$ cat config.mk
export PLATFORM = sky130hd
export DESIGN_NAME = gpio_bank
export DESIGN_NICKNAME = d
export VERILOG_FILES = /design/src/rtl/gpio_bank_pkg.sv /design/src/rtl/gpio_sync.sv /design/src/rtl/gpio_irq_detect.sv /design/src/rtl/gpio_regs.sv /design/src/rtl/gpio_bank.sv
export SDC_FILE = /design/constraint.sdc
export NUM_CORES = 1
export LEC_CHECK = 0
export ABC_AREA = 1
export BUFFER_PORTS_ARGS = -buffer_cell sky130_fd_sc_hd__buf_2
export CAP_MARGIN = 30
export CORE_ASPECT_RATIO = 0.75
export CORE_MARGIN = 10
export CORE_UTILIZATION = 45
export CTS_BUF_LIST = sky130_fd_sc_hd__clkbuf_4
export CTS_CLUSTER_SIZE = 10
export DETAILED_ROUTE_END_ITERATION = 7
export RECOVER_POWER = 100
export SLEW_MARGIN = 15
export SYNTH_ARGS = -nofsm -noshare
export SYNTH_HDL_FRONTEND = slang
export SYNTH_HIERARCHICAL = 1
export SYNTH_SLANG_ARGS = --single-unit
$ cat constraint.sdc
create_clock -name clk_i -period 1.65 [get_ports clk_i]
set_input_delay 0.2475 -clock clk_i [delete_from_list [all_inputs] [get_ports clk_i]]
set_output_delay 0.2475 -clock clk_i [all_outputs]
set_load 0.05 [all_outputs]
$ cat src/rtl/gpio_bank_pkg.sv
package gpio_bank_pkg;
  typedef enum logic [3:0] {
    REG_DIN    = 4'd0,
    REG_DOUT   = 4'd1,
    REG_OE     = 4'd2,
    REG_LVL    = 4'd3,
    REG_BOTH   = 4'd4,
    REG_ACT_HI = 4'd5,
    REG_MASK   = 4'd6,
    REG_RAW    = 4'd7,
    REG_PEND   = 4'd8,
    REG_CLR    = 4'd9
  } reg_idx_e;
endpackage

$ cat src/rtl/gpio_sync.sv
module gpio_sync #(
  parameter int unsigned WIDTH  = 32,
  parameter int unsigned STAGES = 2
) (
  input  logic             clk_i,
  input  logic             rst_ni,
  input  logic [WIDTH-1:0] async_i,
  output logic [WIDTH-1:0] sync_o,
  output logic [WIDTH-1:0] prev_o
);
  logic [STAGES:0][WIDTH-1:0] stage_q;

  always_ff @(posedge clk_i or negedge rst_ni) begin
    if (!rst_ni) begin
      stage_q <= '0;
    end else begin
      stage_q[0] <= async_i;
      for (int k = 1; k <= STAGES; k++) stage_q[k] <= stage_q[k-1];
    end
  end

  assign sync_o = stage_q[STAGES-1];
  assign prev_o = stage_q[STAGES];
endmodule

$ cat src/rtl/gpio_irq_detect.sv
module gpio_irq_detect #(
  parameter int unsigned WIDTH = 32
) (
  input  logic             clk_i,
  input  logic             rst_ni,
  input  logic [WIDTH-1:0] sync_i,
  input  logic [WIDTH-1:0] prev_i,
  input  logic [WIDTH-1:0] lvl_i,
  input  logic [WIDTH-1:0] both_i,
  input  logic [WIDTH-1:0] act_hi_i,
  input  logic [WIDTH-1:0] clr_i,
  output logic [WIDTH-1:0] raw_o
);
  logic [WIDTH-1:0] rise, fall, hit, lat_q;

  assign rise = sync_i & ~prev_i;
  assign fall = ~sync_i & prev_i;

  always_comb begin
    hit = (both_i & (rise | fall))
        | (~both_i & act_hi_i & rise)
        | (~both_i & ~act_hi_i & fall);
    hit = hit & ~lvl_i;
  end

  // set has priority over clear
  always_ff @(posedge clk_i or negedge rst_ni) begin
    if (!rst_ni) lat_q <= '0;
    else         lat_q <= (lat_q & ~clr_i) | hit;
  end

  assign raw_o = (lvl_i & ~(sync_i ^ act_hi_i)) | (~lvl_i & lat_q);

  AST_EDGE_KEPT: assert property (@(posedge clk_i) disable iff (!rst_ni)
    (hit != '0) |=> ((lat_q & $past(hit)) == $past(hit)));
  AST_CLR_TAKES: assert property (@(posedge clk_i) disable iff (!rst_ni)
    ((clr_i & ~hit) != '0) |=> ((lat_q & $past(clr_i & ~hit)) == '0));
endmodule

$ cat src/rtl/gpio_regs.sv
module gpio_regs
  import gpio_bank_pkg::*;
#(
  parameter int unsigned WIDTH  = 32,
  parameter int unsigned ADDR_W = 6
) (
  input  logic              clk_i,
  input  logic              rst_ni,
  input  logic              req_i,
  input  logic              we_i,
  input  logic [ADDR_W-1:0] addr_i,
  input  logic [WIDTH-1:0]  wdata_i,
  output logic [WIDTH-1:0]  rdata_o,
  input  logic [WIDTH-1:0]  sync_i,
  input  logic [WIDTH-1:0]  raw_i,
  output logic [WIDTH-1:0]  dout_o,
  output logic [WIDTH-1:0]  oe_o,
  output logic [WIDTH-1:0]  lvl_o,
  output logic [WIDTH-1:0]  both_o,
  output logic [WIDTH-1:0]  act_hi_o,
  output logic [WIDTH-1:0]  mask_o,
  output logic [WIDTH-1:0]  clr_o
);
  localparam int unsigned IW = ADDR_W - 2;

  logic [IW-1:0]    widx;
  logic             aligned, wr_en, rd_en;
  logic [WIDTH-1:0] dout_q, oe_q, lvl_q, both_q, act_hi_q, mask_q;
  logic [WIDTH-1:0] rd_mux, rdata_q;

  assign widx    = addr_i[ADDR_W-1:2];
  assign aligned = (addr_i[1:0] == 2'b00);
  assign wr_en   = req_i & we_i & aligned;
  assign rd_en   = req_i & ~we_i & aligned;

  always_ff @(posedge clk_i or negedge rst_ni) begin
    if (!rst_ni) begin
      dout_q   <= '0;
      oe_q     <= '0;
      lvl_q    <= '0;
      both_q   <= '0;
      act_hi_q <= '0;
      mask_q   <= '0;
    end else if (wr_en) begin
      case (widx)
        IW'(REG_DOUT):   dout_q   <= wdata_i;
        IW'(REG_OE):     oe_q     <= wdata_i;
        IW'(REG_LVL):    lvl_q    <= wdata_i;
        IW'(REG_BOTH):   both_q   <= wdata_i;
        IW'(REG_ACT_HI): act_hi_q <= wdata_i;
        IW'(REG_MASK):   mask_q   <= wdata_i;
        default: ;
      endcase
    end
  end

  always_comb begin
    case (widx)
      IW'(REG_DIN):    rd_mux = sync_i;
      IW'(REG_DOUT):   rd_mux = dout_q;
      IW'(REG_OE):     rd_mux = oe_q;
      IW'(REG_LVL):    rd_mux = lvl_q;
      IW'(REG_BOTH):   rd_mux = both_q;
      IW'(REG_ACT_HI): rd_mux = act_hi_q;
      IW'(REG_MASK):   rd_mux = mask_q;
      IW'(REG_RAW):    rd_mux = raw_i;
      IW'(REG_PEND):   rd_mux = raw_i & mask_q;
      default:         rd_mux = '0;
    endcase
  end

  always_ff @(posedge clk_i or negedge rst_ni) begin
    if (!rst_ni)    rdata_q <= '0;
    else if (rd_en) rdata_q <= rd_mux;
    else            rdata_q <= '0;
  end

  assign clr_o    = (wr_en && widx == IW'(REG_CLR)) ? wdata_i : '0;
  assign rdata_o  = rdata_q;
  assign dout_o   = dout_q;
  assign oe_o     = oe_q;
  assign lvl_o    = lvl_q;
  assign both_o   = both_q;
  assign act_hi_o = act_hi_q;
  assign mask_o   = mask_q;

  AST_DOUT_HOLD: assert property (@(posedge clk_i) disable iff (!rst_ni)
    !(wr_en && widx == IW'(REG_DOUT)) |=> $stable(dout_o));
  AST_CLR_READ_ZERO: assert property (@(posedge clk_i) disable iff (!rst_ni)
    (rd_en && widx == IW'(REG_CLR)) |=> (rdata_o == '0));
  AST_IDLE_RDATA_ZERO: assert property (@(posedge clk_i) disable iff (!rst_ni)
    !rd_en |=> (rdata_o == '0));
endmodule

$ cat src/rtl/gpio_bank.sv
module gpio_bank #(
  parameter int unsigned WIDTH       = 32,
  parameter int unsigned ADDR_W      = 6,
  parameter int unsigned SYNC_STAGES = 2
) (
  input  logic              clk_i,
  input  logic              rst_ni,
  input  logic [WIDTH-1:0]  pin_i,
  output logic [WIDTH-1:0]  pin_o,
  output logic [WIDTH-1:0]  pin_oe_o,
  input  logic              reg_req_i,
  input  logic              reg_we_i,
  input  logic [ADDR_W-1:0] reg_addr_i,
  input  logic [WIDTH-1:0]  reg_wdata_i,
  output logic [WIDTH-1:0]  reg_rdata_o,
  output logic              irq_o
);
  logic [WIDTH-1:0] sync_v, prev_v, raw_v, masked_v;
  logic [WIDTH-1:0] lvl_v, both_v, act_hi_v, mask_v, clr_v;
  logic             irq_q;

  gpio_sync #(.WIDTH(WIDTH), .STAGES(SYNC_STAGES)) i_sync (
    .clk_i, .rst_ni, .async_i(pin_i), .sync_o(sync_v), .prev_o(prev_v)
  );

  gpio_irq_detect #(.WIDTH(WIDTH)) i_detect (
    .clk_i, .rst_ni,
    .sync_i(sync_v), .prev_i(prev_v),
    .lvl_i(lvl_v), .both_i(both_v), .act_hi_i(act_hi_v),
    .clr_i(clr_v), .raw_o(raw_v)
  );

  gpio_regs #(.WIDTH(WIDTH), .ADDR_W(ADDR_W)) i_regs (
    .clk_i, .rst_ni,
    .req_i(reg_req_i), .we_i(reg_we_i), .addr_i(reg_addr_i),
    .wdata_i(reg_wdata_i), .rdata_o(reg_rdata_o),
    .sync_i(sync_v), .raw_i(raw_v),
    .dout_o(pin_o), .oe_o(pin_oe_o),
    .lvl_o(lvl_v), .both_o(both_v), .act_hi_o(act_hi_v),
    .mask_o(mask_v), .clr_o(clr_v)
  );

  assign masked_v = raw_v & mask_v;

  always_ff @(posedge clk_i or negedge rst_ni) begin
    if (!rst_ni) irq_q <= 1'b0;
    else         irq_q <= |masked_v;
  end

  assign irq_o = irq_q;

  AST_IRQ_QUIET: assert property (@(posedge clk_i) disable iff (!rst_ni)
    ((raw_v & mask_v) == '0) |=> !irq_o);
  AST_IRQ_RAISE: assert property (@(posedge clk_i) disable iff (!rst_ni)
    ((raw_v & mask_v) != '0) |=> irq_o);
endmodule

==> flow_metrics.py <==
metrics = {
    "logic_synthesis": {
        "yosys.area.top_type_share": 0.488,
        "yosys-top-cells-area": "dfrtp_1, nand2_1, nand3_1",
        "synth-seq-cells": 353,
        "syn_avg_cell_area_um2": 7.99,
        "yosysMostFrequentCell": "nand2_1",
        "postSynthCellCount": 2266,
        "synth_cell_type_count": 22,
        "synth-seq-area-share": 0.488,
        "synthArstFlopShare": 1.00,
        "yosys.area.top_type": "dfrtp_1",
        "syn_area_mm2": 0.0181,
        "synth_edf_count": 0,
        "synth_nets": 2404,
        "synthFlopType": "dfrtp_1",
        "ys_top_cells_by_count": "nand2_1, dfrtp_1, nand3_1",
        "ys_warn_count": 6,
    },
    "worst_setup_path": {
        "path_cells": "buf_6",
        "path_class": "flip-flop to primary output",
        "critical_path.max_stage_delay_ps": 460,
        "cp-end-kind": "primary output",
        "path_max_fanout": 2,
        "cp.arrival_ps": 1410,
        "required_ps": 1400,
        "cp_num_buf_inv": 1,
        "slowest_stage": "dfrtp_2",
        "cp-start-kind": "flip-flop",
        "critPathTopFamily": "flip-flops",
    },
    "drt": {
        "drc_errors": 0,
        "wl_per_cell_um": 17.4,
        "detail-route-antenna-nets": 0,
        "via_count": 16200,
        "routed_wl_um": 55200,
        "dr.pass1.iters": 5,
        "initialDrtViolationCount": 1339,
        "vias_per_cell": 5.08,
    },
    "placed_design": {
        "io_buffer_count": 170,
        "routabilityCongestion": 0.849,
        "place_area_mm2": 0.0198,
        "dp.cells": 2876,
        "hpwl_um": 35800,
        "dpl_worst_slack_ps": 7.59,
    },
    "flow_run": {
        "cap_violations": 0,
    },
    "layout": {
        "fin_area_mm2": 0.0224,
        "final_cells": 3179,
        "drive_gt1_frac": 0.211,
        "synthToLayoutAreaGrowth_pct": 23.5,
        "fillers": 3617,
        "num-nets-final": 2725,
    },
    "floorplan": {
        "die_x_um": 252,
        "die_h_um": 194,
        "core_area_mm2": 0.0396,
        "start_util": 0.457,
        "row_count": 63,
        "pin_count": 171,
        "die-area_mm2": 0.0487,
    },
    "worst_hold_path": {
        "min_path_type": "input port to async pin",
    },
    "clock_tree": {
        "cts_num_sinks": 353,
        "cts_buffers": 91,
        "clkLatencyLatePin_ps": 800,
        "root_buffer": "clkbuf_4",
        "clock_path_buffers": 3,
        "htreeDepth": 3,
        "path_clk_slew_ps": 80,
        "cts_tree": "yes",
    },
    "timing": {
        "rsz0062_at_grt": "true",
        "fin_crit_ps": 1660,
        "finalClockSkew_ps": 56.2,
        "hold_violations": 0,
        "fmax_mhz": 603,
        "tightest_slew_ps": 1250,
        "period_share": 1.01,
        "layout_setup_ws_ps": -8.43,
        "finalSetupViolations": 1,
        "slew_headroom": 0.169,
        "slew_violations": 0,
    },
    "grt": {
        "antenna_found_initial": 2,
        "grt_pass1_wl_um": 87900,
        "grt_max_degree": 51,
        "overflow": 0,
        "grt_pass1_vias": 16000,
        "grt_usage": 0.225,
    },
    "pwr": {
        "p_total_mw": 20.9,
        "ir_drop_mv": 0.559,
        "leakagePower_nw": 11.7,
        "power_density_mw_per_mm2": 936,
    },
    "run_status": {
        "violations": "negative setup slack",
        "status": "complete, but fails checks",
    },
}
[cell type report]
class / count / area [µm²] / share of cell area
Clock inverter: 27 / 193 / 0.00861
Inverter: 292 / 1100 / 0.0490
Sequential cell: 353 / 8840 / 0.395
Clock buffer: 134 / 1010 / 0.0450
Timing Repair Buffer: 389 / 3370 / 0.151
Multi-Input combinational cell: 1460 / 7200 / 0.322
Tap cell: 520 / 651 / 0.0291
Antenna cell: 4 / 10.0 / 0.000447
[repair_timing]
item                       in CTS  in global routing
hold buffers                   70                  0
setup endpoints to repair      95                 57
hold endpoints to repair      610                  0
buffers inserted               60                  7
gates resized for setup       186                  2
[where the power goes]
| group | internal, mW | switching (mW) | leakage, nW |
|---|---|---|---|
| Combinational | 1.26 | 2.03 | 6.48 |
| Sequential | 9.17 | 0.550 | 4.46 |
| Clock | 4.18 | 3.74 | 0.710 |
[registers in the layout, indices dropped and copies added (netlist names)]
signal           flops
i_sync/stage_q      32
irq_o                1
i_regs/mask_o       32
i_regs/both_o       32
i_regs/act_hi_o     32
i_regs/rdata_o      32
i_regs/lvl_o        32
i_sync/prev_o       32
i_sync/sync_o       32
i_detect/lat_q      32
i_regs/dout_o       32
i_regs/oe_o         32
[stage by stage]
stage                     hold WS, ps  TNS (ps)  utilization
after floorplan                 -48.1         0            -
after global routing             47.7     -2260        0.564
final                            80.7     -8.43        0.564
after global placement            147         0        0.499
after CTS                        11.0     -1060        0.573
after detailed placement          147         0        0.499
[layer usage]
layer | GRT usage | share of wire | vias up | routed length [µm]
met1 | 0.312 | 0.46 | 7738 | 25500
li1 | - | - | 7804 | -
met5 | 0 | 0 | - | 0
met2 | 0.345 | 0.45 | 516 | 24800
met4 | 0.0716 | 0.023 | 0 | 1250
met3 | 0.0486 | 0.066 | 98 | 3640
[worst paths after layout]
kind | startpoint | end | slack, ps | depth (start not counted)
max in group asynchronous | rst_ni | i_regs/oe_o[1] | 200 | 4
min in group clk_i | pin_i[25] | i_sync/stage_q[25] | 100 | 2
min | rst_ni | i_regs/mask_o[13] | 80 | 3
max reg2reg | i_sync/sync_o[24] | irq_o | 90 | 10
min reg2reg | i_sync/stage_q[18] | i_sync/sync_o[18] | 310 | 0
max | i_regs/oe_o[31] | pin_oe_o[31] | -8 | 1
[kinds of logic after synthesis]
kind of cell,synth area share
AND/OR/NAND/NOR,0.273
adder cells (fa/ha/maj),0.0442
flip-flops,0.488
AO/OA/AOI/OAI,0.0862
buffers and inverters,0.109
[cells in the final DEF, fill, tap and decap left out, drive strengths merged]
cell type / count
buf: 283
nor2: 146
clkinvlp: 1
ha: 64
a21oi: 33
or2: 33
dlygate4sd3: 70
nand3: 327
clkinv: 21
dlymetal6s2s: 1
o21ai: 255
clkbuf: 169
inv: 294
nand4: 2
nand2: 599
nor3: 1
diode: 4
dfrtp: 353
bufinv: 3
Note: power is estimated with default switching activity, not from simulation.
